==> src/rtl/qbport_pkg.sv <==
package qbport_pkg;
  typedef enum logic [1:0] {
    QB_LOAD = 2'b00,
    QB_AND  = 2'b01,
    QB_OR   = 2'b10,
    QB_XOR  = 2'b11
  } qb_op_e;
endpackage

==> src/rtl/qbport_latch.sv <==
module qbport_latch
  import qbport_pkg::*;
#(
  parameter int W = 8
) (
  input  logic         clk,
  input  logic         rst_n,
  input  logic         wr_en,
  input  qb_op_e       wr_op,
  input  logic [W-1:0] wr_data,
  output logic [W-1:0] latch_q
);
  logic [W-1:0] latch_d;
  logic [W-1:0] op_result;

  // Combine the stored value with the mask: the pad level is never an operand
  always_comb begin
    unique case (wr_op)
      QB_LOAD: op_result = wr_data;
      QB_AND:  op_result = latch_q & wr_data;
      QB_OR:   op_result = latch_q | wr_data;
      QB_XOR:  op_result = latch_q ^ wr_data;
      default: op_result = wr_data;
    endcase
  end

  always_comb begin
    latch_d = latch_q;
    if (wr_en) latch_d = op_result;
  end

  always_ff @(posedge clk or negedge rst_n) begin
    if (!rst_n) latch_q <= '1;
    else        latch_q <= latch_d;
  end
endmodule

==> src/rtl/qbport_sync.sv <==
module qbport_sync #(
  parameter int W      = 8,
  parameter int STAGES = 2
) (
  input  logic         clk,
  input  logic         rst_n,
  input  logic [W-1:0] din,
  output logic [W-1:0] dout
);
  logic [STAGES-1:0][W-1:0] stage_q;
  logic [STAGES-1:0][W-1:0] stage_d;

  generate
    for (genvar s = 0; s < STAGES; s++) begin : g_stage
      if (s == 0) begin : g_first
        assign stage_d[s] = din;
      end else begin : g_next
        assign stage_d[s] = stage_q[s-1];
      end
      // Reset to ones: released pins with a pullup read high
      always_ff @(posedge clk or negedge rst_n) begin
        if (!rst_n) stage_q[s] <= '1;
        else        stage_q[s] <= stage_d[s];
      end
    end
  endgenerate

  assign dout = stage_q[STAGES-1];
endmodule

==> src/rtl/qbport_rdmux.sv <==
module qbport_rdmux #(
  parameter int W = 8
) (
  input  logic         rd_pin_en,
  input  logic         rd_latch_en,
  input  logic [W-1:0] pin_val,
  input  logic [W-1:0] latch_val,
  output logic [W-1:0] rd_data
);
  always_comb begin
    rd_data = '0;
    if (rd_latch_en)    rd_data = latch_val;
    else if (rd_pin_en) rd_data = pin_val;
  end
endmodule

==> src/rtl/qbport.sv <==
module qbport
  import qbport_pkg::*;
#(
  parameter int W           = 8,
  parameter int SYNC_STAGES = 2,
  parameter bit PULLUP_EN   = 1'b1
) (
  input  logic         clk,
  input  logic         rst_n,
  input  logic         wr_en,
  input  logic [1:0]   wr_op,
  input  logic [W-1:0] wr_data,
  input  logic         rd_pin_en,
  input  logic         rd_latch_en,
  output logic [W-1:0] rd_data,
  input  logic [W-1:0] pad_in,
  output logic [W-1:0] pad_pull_low,
  output logic [W-1:0] pad_pullup_en
);
  localparam int RST_STAGES = 2;

  logic [RST_STAGES-1:0] rst_pipe_q;
  logic                  rst_core_n;
  logic [W-1:0]          latch_q;
  logic [W-1:0]          pin_sync;
  qb_op_e                op_e;

  // Reset asserts at once and is released on a clock edge
  always_ff @(posedge clk or negedge rst_n) begin
    if (!rst_n) rst_pipe_q <= '0;
    else        rst_pipe_q <= {rst_pipe_q[RST_STAGES-2:0], 1'b1};
  end
  assign rst_core_n = rst_pipe_q[RST_STAGES-1];

  assign op_e = qb_op_e'(wr_op);

  qbport_latch #(.W(W)) u_latch (
    .clk     (clk),
    .rst_n   (rst_core_n),
    .wr_en   (wr_en),
    .wr_op   (op_e),
    .wr_data (wr_data),
    .latch_q (latch_q)
  );

  qbport_sync #(.W(W), .STAGES(SYNC_STAGES)) u_sync (
    .clk   (clk),
    .rst_n (rst_core_n),
    .din   (pad_in),
    .dout  (pin_sync)
  );

  qbport_rdmux #(.W(W)) u_rdmux (
    .rd_pin_en   (rd_pin_en),
    .rd_latch_en (rd_latch_en),
    .pin_val     (pin_sync),
    .latch_val   (latch_q),
    .rd_data     (rd_data)
  );

  // Open-drain stage driven by the inverted latch
  assign pad_pull_low = ~latch_q;

  generate
    if (PULLUP_EN) begin : g_pullup
      assign pad_pullup_en = latch_q;
    end else begin : g_no_pullup
      assign pad_pullup_en = '0;
    end
  endgenerate
endmodule

==> config.mk <==
export PLATFORM = sky130hd
export DESIGN_NAME = qbport
export DESIGN_NICKNAME = d
export VERILOG_FILES = /design/src/rtl/qbport_pkg.sv /design/src/rtl/qbport_latch.sv /design/src/rtl/qbport_sync.sv /design/src/rtl/qbport_rdmux.sv /design/src/rtl/qbport.sv
export SDC_FILE = /design/constraint.sdc
export NUM_CORES = 1
export LEC_CHECK = 0
export ABC_CLOCK_PERIOD_IN_PS = 800
export BUFFER_PORTS_ARGS = -buffer_cell sky130_fd_sc_hd__buf_2
export CAP_MARGIN = 25
export CORE_MARGIN = 3
export CORE_UTILIZATION = 41
export DETAILED_ROUTE_END_ITERATION = 10
export PLACE_DENSITY = 0.65
export SLEW_MARGIN = 10
export SYNTH_ARGS = -nofsm -noshare
export SYNTH_HDL_FRONTEND = slang
export SYNTH_SLANG_ARGS = --single-unit
==> constraint.sdc <==
create_clock -name clk -period 0.8 [get_ports clk]
set_input_delay 0.08 -clock clk [delete_from_list [all_inputs] [get_ports clk]]
set_output_delay 0.08 -clock clk [all_outputs]
set_load 0.03 [all_outputs]
==> report_table.html, run 1 <==
<table>
<tr><th>Metric</th><th>Value</th></tr>
<tr><th colspan="2">Global route</th></tr>
<tr><td>Maximum number of pins on one net before global-route repair</td><td>20</td></tr>
<tr><td>Via count of the first global-routing pass</td><td>1268</td></tr>
<tr><td>Number of antenna violations at the first check in global routing</td><td>0</td></tr>
<tr><td>Total congestion overflow after global routing</td><td>0</td></tr>
<tr><td>First-pass GRT wire length</td><td>5947 µm</td></tr>
<tr><td>Total routing resource utilization after global routing</td><td>18.30%</td></tr>
<tr><th colspan="2">Logic synthesis</th></tr>
<tr><td>Portion of the post-synthesis area used by sequential elements</td><td>around 50%</td></tr>
<tr><td>Post-synthesis instance area</td><td>roughly 1400 µm²</td></tr>
<tr><td>Predominant post-synthesis flop cell</td><td>sky130_fd_sc_hd__dfstp_2</td></tr>
<tr><td>Post-Syn Instances</td><td>119</td></tr>
<tr><td>Synthesized area per cell</td><td>about 11 µm²</td></tr>
<tr><td>Yosys Warn Count</td><td>0</td></tr>
<tr><td>Number of flops mapped to enable cells by yosys</td><td>0</td></tr>
<tr><td>Fraction of synthesis flops using an asynchronous set or reset pin</td><td>between 90% and 100%</td></tr>
<tr><td>Syn_nets</td><td>158</td></tr>
<tr><td>Number of unique standard cell types used by synthesis</td><td>18</td></tr>
<tr><td>Post-synthesis sequential element count</td><td>26</td></tr>
<tr><th colspan="2">Pwr</th></tr>
<tr><td>Leakage Power</td><td>~1.2 nW</td></tr>
<tr><td>Power Dens Cells</td><td>between 1500 and 2000 nW/µm²</td></tr>
<tr><td>Final total power</td><td>approximately 4.7 mW</td></tr>
<tr><td>IR Drop Worst-Case VDD</td><td>0.001210 V</td></tr>
<tr><th colspan="2">Detailed routing</th></tr>
<tr><td>Number of nets with antenna violations after routing</td><td>0</td></tr>
<tr><td>Via count of the routed design</td><td>between 1k and 1.5k</td></tr>
<tr><td>Total wire length after detailed routing</td><td>around 3700 µm</td></tr>
<tr><td>Post-detailed-route via-to-cell ratio</td><td>roughly 4.8</td></tr>
<tr><td>Violation count after the first detailed-route iteration</td><td>between 40 and 50</td></tr>
<tr><td>DRC errors left</td><td>0</td></tr>
<tr><td>Final routed wire length divided by cell count</td><td>about 15 µm</td></tr>
<tr><td>DRT Pass-1 Iters</td><td>4</td></tr>
<tr><th colspan="2">Clock tree</th></tr>
<tr><td>Cell at the root of the clock tree</td><td>sky130_fd_sc_hd__clkbuf_4</td></tr>
<tr><td>Clock Latency Late Sink</td><td>around 0.32 ns</td></tr>
<tr><td>Cts bufs inserted</td><td>3</td></tr>
<tr><td>CTS H-tree depth</td><td>1</td></tr>
<tr><td>Clock-pin transition on the worst setup and hold timing paths</td><td>0.15 ns</td></tr>
<tr><td>Clk buf depth</td><td>2</td></tr>
<tr><td>Sinks on Clock Net</td><td>26</td></tr>
<tr><td>TritonCTS clock tree</td><td>done</td></tr>
<tr><th colspan="2">Critical path</th></tr>
<tr><td>Number of cells on the worst reg-to-reg path</td><td>5</td></tr>
<tr><td>Critical path data required time</td><td>a little over 0.7 ns</td></tr>
<tr><td>Highest fanout seen on the critical path</td><td>3</td></tr>
<tr><td>Critical Path Start</td><td>u_latch.latch_q[1]</td></tr>
<tr><td>Startpoint type of the worst setup path</td><td>flop</td></tr>
<tr><td>Worst setup path end</td><td>rd_data[1]</td></tr>
<tr><td>Startpoint-to-endpoint class of the critical path</td><td>flop to output port</td></tr>
<tr><td>Arrival @ worst endpoint</td><td>approximately 1.3 ns</td></tr>
<tr><td>FF-to-FF Start</td><td>u_latch.latch_q[3]</td></tr>
<tr><td>Reg2reg setup slack</td><td>-0.44 ns</td></tr>
<tr><td>Endpoint class of the critical path</td><td>output port</td></tr>
<tr><td>Destination of the worst register-to-register timing path</td><td>u_latch.latch_q[3]</td></tr>
<tr><th colspan="2">STA</th></tr>
<tr><td>Clock Skews</td><td>around 0.014 ns</td></tr>
<tr><td>Slew at the pin closest to its max-slew limit</td><td>between 0.8 and 0.9 ns</td></tr>
<tr><td>Total count of hold-check failures in the final report</td><td>0</td></tr>
<tr><td>Unrepaired setup endpoints after global routing</td><td>true</td></tr>
<tr><td>Fmax</td><td>about 0.74 GHz</td></tr>
<tr><td>Final setup violating endpoints</td><td>32</td></tr>
<tr><td>Final critical-path share of the clock period</td><td>169.6%</td></tr>
<tr><td>Setup ws final</td><td>-0.5565 ns</td></tr>
<tr><td>Worst slew margin relative to its limit</td><td>between 40% and 50%</td></tr>
<tr><td>Number of pins with negative max-slew slack in the final report</td><td>0</td></tr>
<tr><td>Post-layout minimum cycle time</td><td>~1.4 ns</td></tr>
<tr><th colspan="2">Floorplanning</th></tr>
<tr><td>Number of I/O pins</td><td>47</td></tr>
<tr><td>Starting utilization of the core area</td><td>43.83%</td></tr>
<tr><td>CORE AREA</td><td>roughly 3100 µm²</td></tr>
<tr><td>Row count</td><td>20</td></tr>
<tr><td>Floorplan die height</td><td>approximately 64 µm</td></tr>
<tr><td>DIE AREA</td><td>4044 µm²</td></tr>
<tr><td>Width of the chip</td><td>63.60 µm</td></tr>
<tr><th colspan="2">Layout</th></tr>
<tr><td>Highest-count cells in the layout ignoring fill and taps</td><td>sky130_fd_sc_hd__buf_6, sky130_fd_sc_hd__dfstp_2, sky130_fd_sc_hd__buf_2, sky130_fd_sc_hd__buf_4, sky130_fd_sc_hd__dlygate4sd3_1</td></tr>
<tr><td>N_diodes</td><td>0</td></tr>
<tr><td>Number of filler cells placed in the layout</td><td>between 150 and 200</td></tr>
<tr><td>Leading cell type in the layout, fill and taps excluded</td><td>sky130_fd_sc_hd__buf_6</td></tr>
<tr><td>Number of non-filler instances in the completed layout</td><td>~250</td></tr>
<tr><td>Net count of the finished layout</td><td>around 250</td></tr>
<tr><td>Layout overhead on the synthesized area</td><td>87.58%</td></tr>
<tr><td>Finished Cell Area</td><td>about 2600 µm²</td></tr>
<tr><td>Fraction of final layout cells sized beyond drive strength 1</td><td>80.38%</td></tr>
<tr><td>Final design utilization</td><td>82.22%</td></tr>
<tr><th colspan="2">Place</th></tr>
<tr><td>DP Cell Count</td><td>228</td></tr>
<tr><td>Setup slack after placement</td><td>-0.5485 ns</td></tr>
<tr><td>Area post-placement</td><td>between 1500 and 2000 µm²</td></tr>
<tr><td>Final weighted congestion of routability-driven global placement</td><td>between 0.7 and 0.8</td></tr>
<tr><td>HPWL reported at the end of detailed placement</td><td>approximately 2400 µm</td></tr>
<tr><td>Count of input and output buffers</td><td>46</td></tr>
<tr><th colspan="2">Hold path</th></tr>
<tr><td>Type of the most critical hold path</td><td>input port to asynchronous set/reset pin</td></tr>
<tr><th colspan="2">Run status</th></tr>
<tr><td>Violated checks</td><td>negative setup slack</td></tr>
<tr><td>Result of the run</td><td>complete, but fails checks</td></tr>
<tr><th colspan="2">Run</th></tr>
<tr><td># Max-Cap Violations</td><td>0</td></tr>
</table>
## cell families (layout without fill, tap and decap cells)
kind of cell / after synthesis / after routing / share of synthesized area [%]
fa+ha+maj: 16 / 16 / 14.72
mux: 8 / 8 / 7.728
simple gates: 21 / 21 / 6.164
buf+inv: 23 / 113 / 8.095
other cells: 1 / 1 / 0.2757
flops: 26 / 26 / 50.05
compound gates: 24 / 24 / 12.97
## metal layers
layer  global-route usage, %  wire [µm]
met2                   34.16       2044
met3                   2.674        137
met4                   2.426         13
met5                       0          0
met1                   22.58       1537
## area by class of cell
class | count | area (µm²) | share of cell area [%]
clock buffers | 3 | 22.52 | 0.8828
well taps | 44 | 55.05 | 2.158
repair buffers | 93 | 843.3 | 33.06
inverters | 16 | 60.06 | 2.354
multi-input cells | 70 | 859.6 | 33.69
clock inverters | 1 | 30.03 | 1.177
flip-flops and latches | 26 | 680.7 | 26.68
## report_power, final
| part | internal (mW) | switching (mW) | total, mW |
|---|---|---|---|
| clock network | 0.506 | 0.390 | 0.896 |
| registers | 1.50 | 0.0970 | 1.60 |
| logic | 1.15 | 1.01 | 2.16 |
| total | 3.16 | 1.50 | 4.65 |
## flip-flops by register name, summed over array words and instances, names as in the netlist
register / count
u_sync.stage_d: 8
rst_pipe_q: 2
u_sync.dout: 8
u_latch.latch_q: 8
## stage by stage
stage	hold WS [ns]	TNS [ns]
final	0.04620	-15.10
after global routing	0.03186	-16.60
after CTS	0.05066	-14.69
after detailed placement	-0.1267	-9.359
after global placement	-0.1325	-8.610
after floorplan	-0.2156	-7.108
## worst max-delay path, cell delays in order, from the launching register on
cell	delay [ns]
sky130_fd_sc_hd__dfstp_2	0.60
sky130_fd_sc_hd__buf_6	0.11
sky130_fd_sc_hd__a22o_4	0.12
sky130_fd_sc_hd__buf_6	0.13
## cell usage after synthesis (2+ instances only)
master	instances	area, µm²
sky130_fd_sc_hd__a21oi_1	8	40.04
sky130_fd_sc_hd__a22o_1	7	61.31
sky130_fd_sc_hd__buf_2	4	20.02
sky130_fd_sc_hd__dfrtp_1	2	50.05
sky130_fd_sc_hd__dfstp_2	24	630.6
sky130_fd_sc_hd__ha_1	16	200.2
sky130_fd_sc_hd__inv_1	16	60.06
sky130_fd_sc_hd__mux2_2	4	45.04
sky130_fd_sc_hd__mux2_4	4	60.06
sky130_fd_sc_hd__nand2_1	11	41.29
sky130_fd_sc_hd__nor2_1	8	30.03
sky130_fd_sc_hd__nor2b_1	2	12.51
sky130_fd_sc_hd__o221ai_1	8	70.07
## repair_timing
action,in CTS,in global routing
hold buffers,9,0
endpoints found under the setup margin,32,32
endpoints found under the hold margin,10,0
gates resized for setup,89,22
buffers inserted,4,8
gates cloned,0,0
pin swaps,13,11
## worst min path at each step
stage | from | to | slack (ns) | cells past startpoint
after CTS | rst_n | rst_pipe_q[0] | 0.05 | 2
final | rst_n | rst_pipe_q[0] | 0.05 | 2
after floorplan | rst_n | rst_pipe_q[0] | -0.22 | 0
after global placement | rst_n | rst_pipe_q[0] | -0.13 | 1
after detailed placement | rst_n | rst_pipe_q[1] | -0.13 | 1
after global routing | rst_n | rst_pipe_q[0] | 0.03 | 2
No activity file was read; power rests on OpenSTA's default activity.
==> run 2: changes to the inputs <==
--- a/config.mk
+++ b/config.mk
@@ -15,4 +15,5 @@
 export SLEW_MARGIN = 10
 export SYNTH_ARGS = -nofsm -noshare
 export SYNTH_HDL_FRONTEND = slang
+export SYNTH_HIERARCHICAL = 1
 export SYNTH_SLANG_ARGS = --single-unit
==> run 2 against run 1 <==
Compared with the run above: the flow still finishes with violations (negative setup slack); setup slack got worse by 0.011 ns; clock power decreased by 36%; synthesized area increased by 3.2%; maximum frequency is 0.81% lower.
==> report_table.html, run 2 <==
<table>
<tr><th>Metric</th><th>Value</th></tr>
<tr><th colspan="2">Logic synthesis</th></tr>
<tr><td>Post-Syn Instances</td><td>about 130</td></tr>
<tr><td>Portion of the post-synthesis area used by sequential elements</td><td>48.48%</td></tr>
<tr><td>Synthesized area per cell</td><td>approximately 11 µm²</td></tr>
<tr><td>Share of Yosys cell area claimed by the top area cell type</td><td>between 40% and 50%</td></tr>
<tr><td>Number of unique standard cell types used by synthesis</td><td>18</td></tr>
<tr><td>Post-synthesis sequential element count</td><td>26</td></tr>
<tr><td>Leading area contributor after synthesis</td><td>sky130_fd_sc_hd__dfstp_2</td></tr>
<tr><td>Number of flops mapped to enable cells by yosys</td><td>0</td></tr>
<tr><td>Syn_nets</td><td>between 150 and 200</td></tr>
<tr><td>Fraction of synthesis flops using an asynchronous set or reset pin</td><td>100.0%</td></tr>
<tr><td>Synth area leaders</td><td>sky130_fd_sc_hd__dfstp_2, sky130_fd_sc_hd__ha_1, sky130_fd_sc_hd__inv_1</td></tr>
<tr><td>Post-synth top cells</td><td>sky130_fd_sc_hd__dfstp_2, sky130_fd_sc_hd__inv_1, sky130_fd_sc_hd__ha_1, sky130_fd_sc_hd__nand2_1</td></tr>
<tr><td>Yosys Warn Count</td><td>6</td></tr>
<tr><td>Predominant post-synthesis flop cell</td><td>sky130_fd_sc_hd__dfstp_2</td></tr>
<tr><td>Post-synthesis instance area</td><td>around 1400 µm²</td></tr>
<tr><th colspan="2">Floorplanning</th></tr>
<tr><td>Row count</td><td>20</td></tr>
<tr><td>Starting utilization of the core area</td><td>between 40% and 50%</td></tr>
<tr><td>Floorplan die height</td><td>roughly 65 µm</td></tr>
<tr><td>Width of the chip</td><td>~65 µm</td></tr>
<tr><td>DIE AREA</td><td>4162 µm²</td></tr>
<tr><td>CORE AREA</td><td>around 3200 µm²</td></tr>
<tr><td>Number of I/O pins</td><td>47</td></tr>
<tr><th colspan="2">Layout</th></tr>
<tr><td>Fraction of final layout cells sized beyond drive strength 1</td><td>about 80%</td></tr>
<tr><td>N_diodes</td><td>0</td></tr>
<tr><td>Number of non-filler instances in the completed layout</td><td>261</td></tr>
<tr><td>Finished Cell Area</td><td>roughly 2600 µm²</td></tr>
<tr><td>Leading cell type in the layout, fill and taps excluded</td><td>sky130_fd_sc_hd__buf_6</td></tr>
<tr><td>Highest-count cells in the layout ignoring fill and taps</td><td>sky130_fd_sc_hd__buf_6, sky130_fd_sc_hd__dfstp_2, sky130_fd_sc_hd__buf_2, sky130_fd_sc_hd__buf_4, sky130_fd_sc_hd__nand2_1</td></tr>
<tr><td>Layout overhead on the synthesized area</td><td>82.53%</td></tr>
<tr><td>Number of filler cells placed in the layout</td><td>177</td></tr>
<tr><td>Net count of the finished layout</td><td>roughly 260</td></tr>
<tr><th colspan="2">Detailed routing</th></tr>
<tr><td>DRT Pass-1 Iters</td><td>4</td></tr>
<tr><td>Via count of the routed design</td><td>1271</td></tr>
<tr><td>Number of nets with antenna violations after routing</td><td>0</td></tr>
<tr><td>DRC errors left</td><td>0</td></tr>
<tr><td>Final routed wire length divided by cell count</td><td>around 16 µm</td></tr>
<tr><td>Violation count after the first detailed-route iteration</td><td>24</td></tr>
<tr><td>Total wire length after detailed routing</td><td>approximately 4300 µm</td></tr>
<tr><td>Post-detailed-route via-to-cell ratio</td><td>about 4.9</td></tr>
<tr><th colspan="2">STA</th></tr>
<tr><td>Fmax</td><td>0.7312 GHz</td></tr>
<tr><td>Final critical-path share of the clock period</td><td>171.0%</td></tr>
<tr><td>Setup ws final</td><td>-0.5676 ns</td></tr>
<tr><td>Number of pins with negative max-slew slack in the final report</td><td>0</td></tr>
<tr><td>Final worst hold slack</td><td>approximately 0.056 ns</td></tr>
<tr><td>Worst slew margin relative to its limit</td><td>53.53%</td></tr>
<tr><td>Clock Skews</td><td>roughly 0.011 ns</td></tr>
<tr><td>Post-layout minimum cycle time</td><td>between 1 and 1.5 ns</td></tr>
<tr><td>Slew at the pin closest to its max-slew limit</td><td>between 0.6 and 0.7 ns</td></tr>
<tr><td>Total count of hold-check failures in the final report</td><td>0</td></tr>
<tr><td>Final setup violating endpoints</td><td>32</td></tr>
<tr><td>Unrepaired setup endpoints after global routing</td><td>true</td></tr>
<tr><th colspan="2">Run status</th></tr>
<tr><td>Violated checks</td><td>negative setup slack</td></tr>
<tr><td>Result of the run</td><td>complete, but fails checks</td></tr>
<tr><th colspan="2">Place</th></tr>
<tr><td>Final weighted congestion of routability-driven global placement</td><td>between 0.7 and 0.8</td></tr>
<tr><td>DP Cell Count</td><td>between 200 and 250</td></tr>
<tr><td>HPWL reported at the end of detailed placement</td><td>between 2000 and 2500 µm</td></tr>
<tr><td>Setup slack after placement</td><td>-0.3588 ns</td></tr>
<tr><td>Count of input and output buffers</td><td>between 40 and 50</td></tr>
<tr><td>Area post-placement</td><td>~1900 µm²</td></tr>
<tr><th colspan="2">Pwr</th></tr>
<tr><td>Pint</td><td>2.866 mW</td></tr>
<tr><td>Power share of the sequential group</td><td>between 30% and 40%</td></tr>
<tr><td>IR Drop Worst-Case VDD</td><td>approximately 0.0012 V</td></tr>
<tr><td>Final total power</td><td>4.441 mW</td></tr>
<tr><td>Fraction of power consumed by combinational cells</td><td>51.6%</td></tr>
<tr><td>Switching power summed over all nets</td><td>about 1.6 mW</td></tr>
<tr><td>Power Dens Cells</td><td>about 1700 nW/µm²</td></tr>
<tr><td>Clock network power share</td><td>12.9%</td></tr>
<tr><td>Switching fraction of total power</td><td>a little over a third</td></tr>
<tr><td>Leakage Power</td><td>about 1.2 nW</td></tr>
<tr><th colspan="2">Critical path</th></tr>
<tr><td>Highest fanout seen on the critical path</td><td>2</td></tr>
<tr><td>Endpoint class of the critical path</td><td>flop</td></tr>
<tr><td>Startpoint type of the worst setup path</td><td>flop</td></tr>
<tr><td>Critical Path Start</td><td>u_latch/latch_q[6]</td></tr>
<tr><td>FF-to-FF Start</td><td>u_latch/latch_q[6]</td></tr>
<tr><td>Critical path data required time</td><td>about 1.0 ns</td></tr>
<tr><td>Arrival @ worst endpoint</td><td>around 1.6 ns</td></tr>
<tr><td>Startpoint-to-endpoint class of the critical path</td><td>flop to flop</td></tr>
<tr><td>Reg2reg setup slack</td><td>-0.57 ns</td></tr>
<tr><th colspan="2">Global route</th></tr>
<tr><td>Number of antenna violations at the first check in global routing</td><td>0</td></tr>
<tr><td>First-pass GRT wire length</td><td>around 6000 µm</td></tr>
<tr><td>Total routing resource utilization after global routing</td><td>17.99%</td></tr>
<tr><td>Via count of the first global-routing pass</td><td>1361</td></tr>
<tr><td>Total congestion overflow after global routing</td><td>0</td></tr>
<tr><td>Maximum number of pins on one net before global-route repair</td><td>20</td></tr>
<tr><th colspan="2">Clock tree</th></tr>
<tr><td>Cell at the root of the clock tree</td><td>sky130_fd_sc_hd__clkbuf_4</td></tr>
<tr><td>Clk buf depth</td><td>2</td></tr>
<tr><td>Clock-pin transition on the worst setup and hold timing paths</td><td>0.15 ns</td></tr>
<tr><td>Sinks on Clock Net</td><td>26</td></tr>
<tr><td>Cts bufs inserted</td><td>3</td></tr>
<tr><td>TritonCTS clock tree</td><td>done</td></tr>
<tr><td>Clock Latency Late Sink</td><td>slightly above 0.3 ns</td></tr>
<tr><td>CTS H-tree depth</td><td>1</td></tr>
<tr><th colspan="2">Hold path</th></tr>
<tr><td>Type of the most critical hold path</td><td>input port to asynchronous set/reset pin</td></tr>
<tr><th colspan="2">Run</th></tr>
<tr><td># Max-Cap Violations</td><td>0</td></tr>
</table>
run 2: power by group through the flow:
| stage | clock, mW | combinational, mW | sequential (mW) |
|---|---|---|---|
| global placement | 0 | 1.30 | 1.59 |
| global route | 0.625 | 2.42 | 1.59 |
| CTS | 0.577 | 1.92 | 1.57 |
| detailed placement | 0 | 1.34 | 1.60 |
| floorplan | 0 | 0.699 | 1.75 |
| finish | 0.575 | 2.29 | 1.58 |
run 2: logic make-up (layout without fill, tap and decap cells):
group	count (synthesis)	count (layout)	synth area share, %
simple gates	23	23	7.041
flops	26	26	48.48
fa+ha+maj	16	16	14.26
mux	8	8	7.487
other cells	1	1	0.2671
buf+inv	30	119	10.16
compound gates	24	24	12.30
run 2: worst max-delay path, cell delays in order (launching register included):
cell and delay [ns]:
sky130_fd_sc_hd__dfstp_2 0.57, sky130_fd_sc_hd__buf_4 0.11, sky130_fd_sc_hd__buf_6 0.09, sky130_fd_sc_hd__inv_2 0.05, sky130_fd_sc_hd__ha_4 0.28, sky130_fd_sc_hd__a21oi_4 0.06
sky130_fd_sc_hd__o221ai_2 0.14
run 2: final cells by class:
| cell class | instances | area, µm² | area share (%) |
|---|---|---|---|
| clock buffers | 4 | 26.28 | 1.025 |
| inverters | 24 | 110.1 | 4.297 |
| multi-input cells | 72 | 869.6 | 33.94 |
| flip-flops and latches | 26 | 680.7 | 26.56 |
| well taps | 44 | 55.05 | 2.148 |
| repair buffers | 91 | 820.8 | 32.03 |
run 2: path summary, 6_finish.rpt:
kind                            cells after the start            endpoint
min in group clk                                    3  u_latch/latch_q[4]
worst min register to register                      0      u_sync/dout[1]
worst max register to register                      6  u_latch/latch_q[6]
worst max-delay path                                6  u_latch/latch_q[6]
max in group asynchronous                           1  u_latch/latch_q[7]
worst min-delay path                                2       rst_pipe_q[0]
run 2: repair_timing:
item	CTS	global route
hold endpoints to repair	10	0
setup buffers	9	7
resized for setup	84	34
setup endpoints to repair	32	32
hold buffers	9	0
pin swaps	2	5
run 2: per-layer routing:
metal | vias up | part of all wire [%] | track usage (%)
li1 | 594 | - | -
met5 | - | 0 | 0
met2 | 33 | 57 | 34.66
met3 | 14 | 3.0 | 2.946
met1 | 630 | 37 | 19.71
met4 | 0 | 3.4 | 6.069
run 2: through the flow:
| step | TNS [ns] | utilization, % |
|---|---|---|
| detailed placement | -6.481 | 60.95 |
| global placement | -5.983 | 60.95 |
| CTS | -14.49 | 75.08 |
| global route | -16.48 | 81.27 |
| finish | -15.28 | 81.27 |
| floorplan | -5.683 | - |
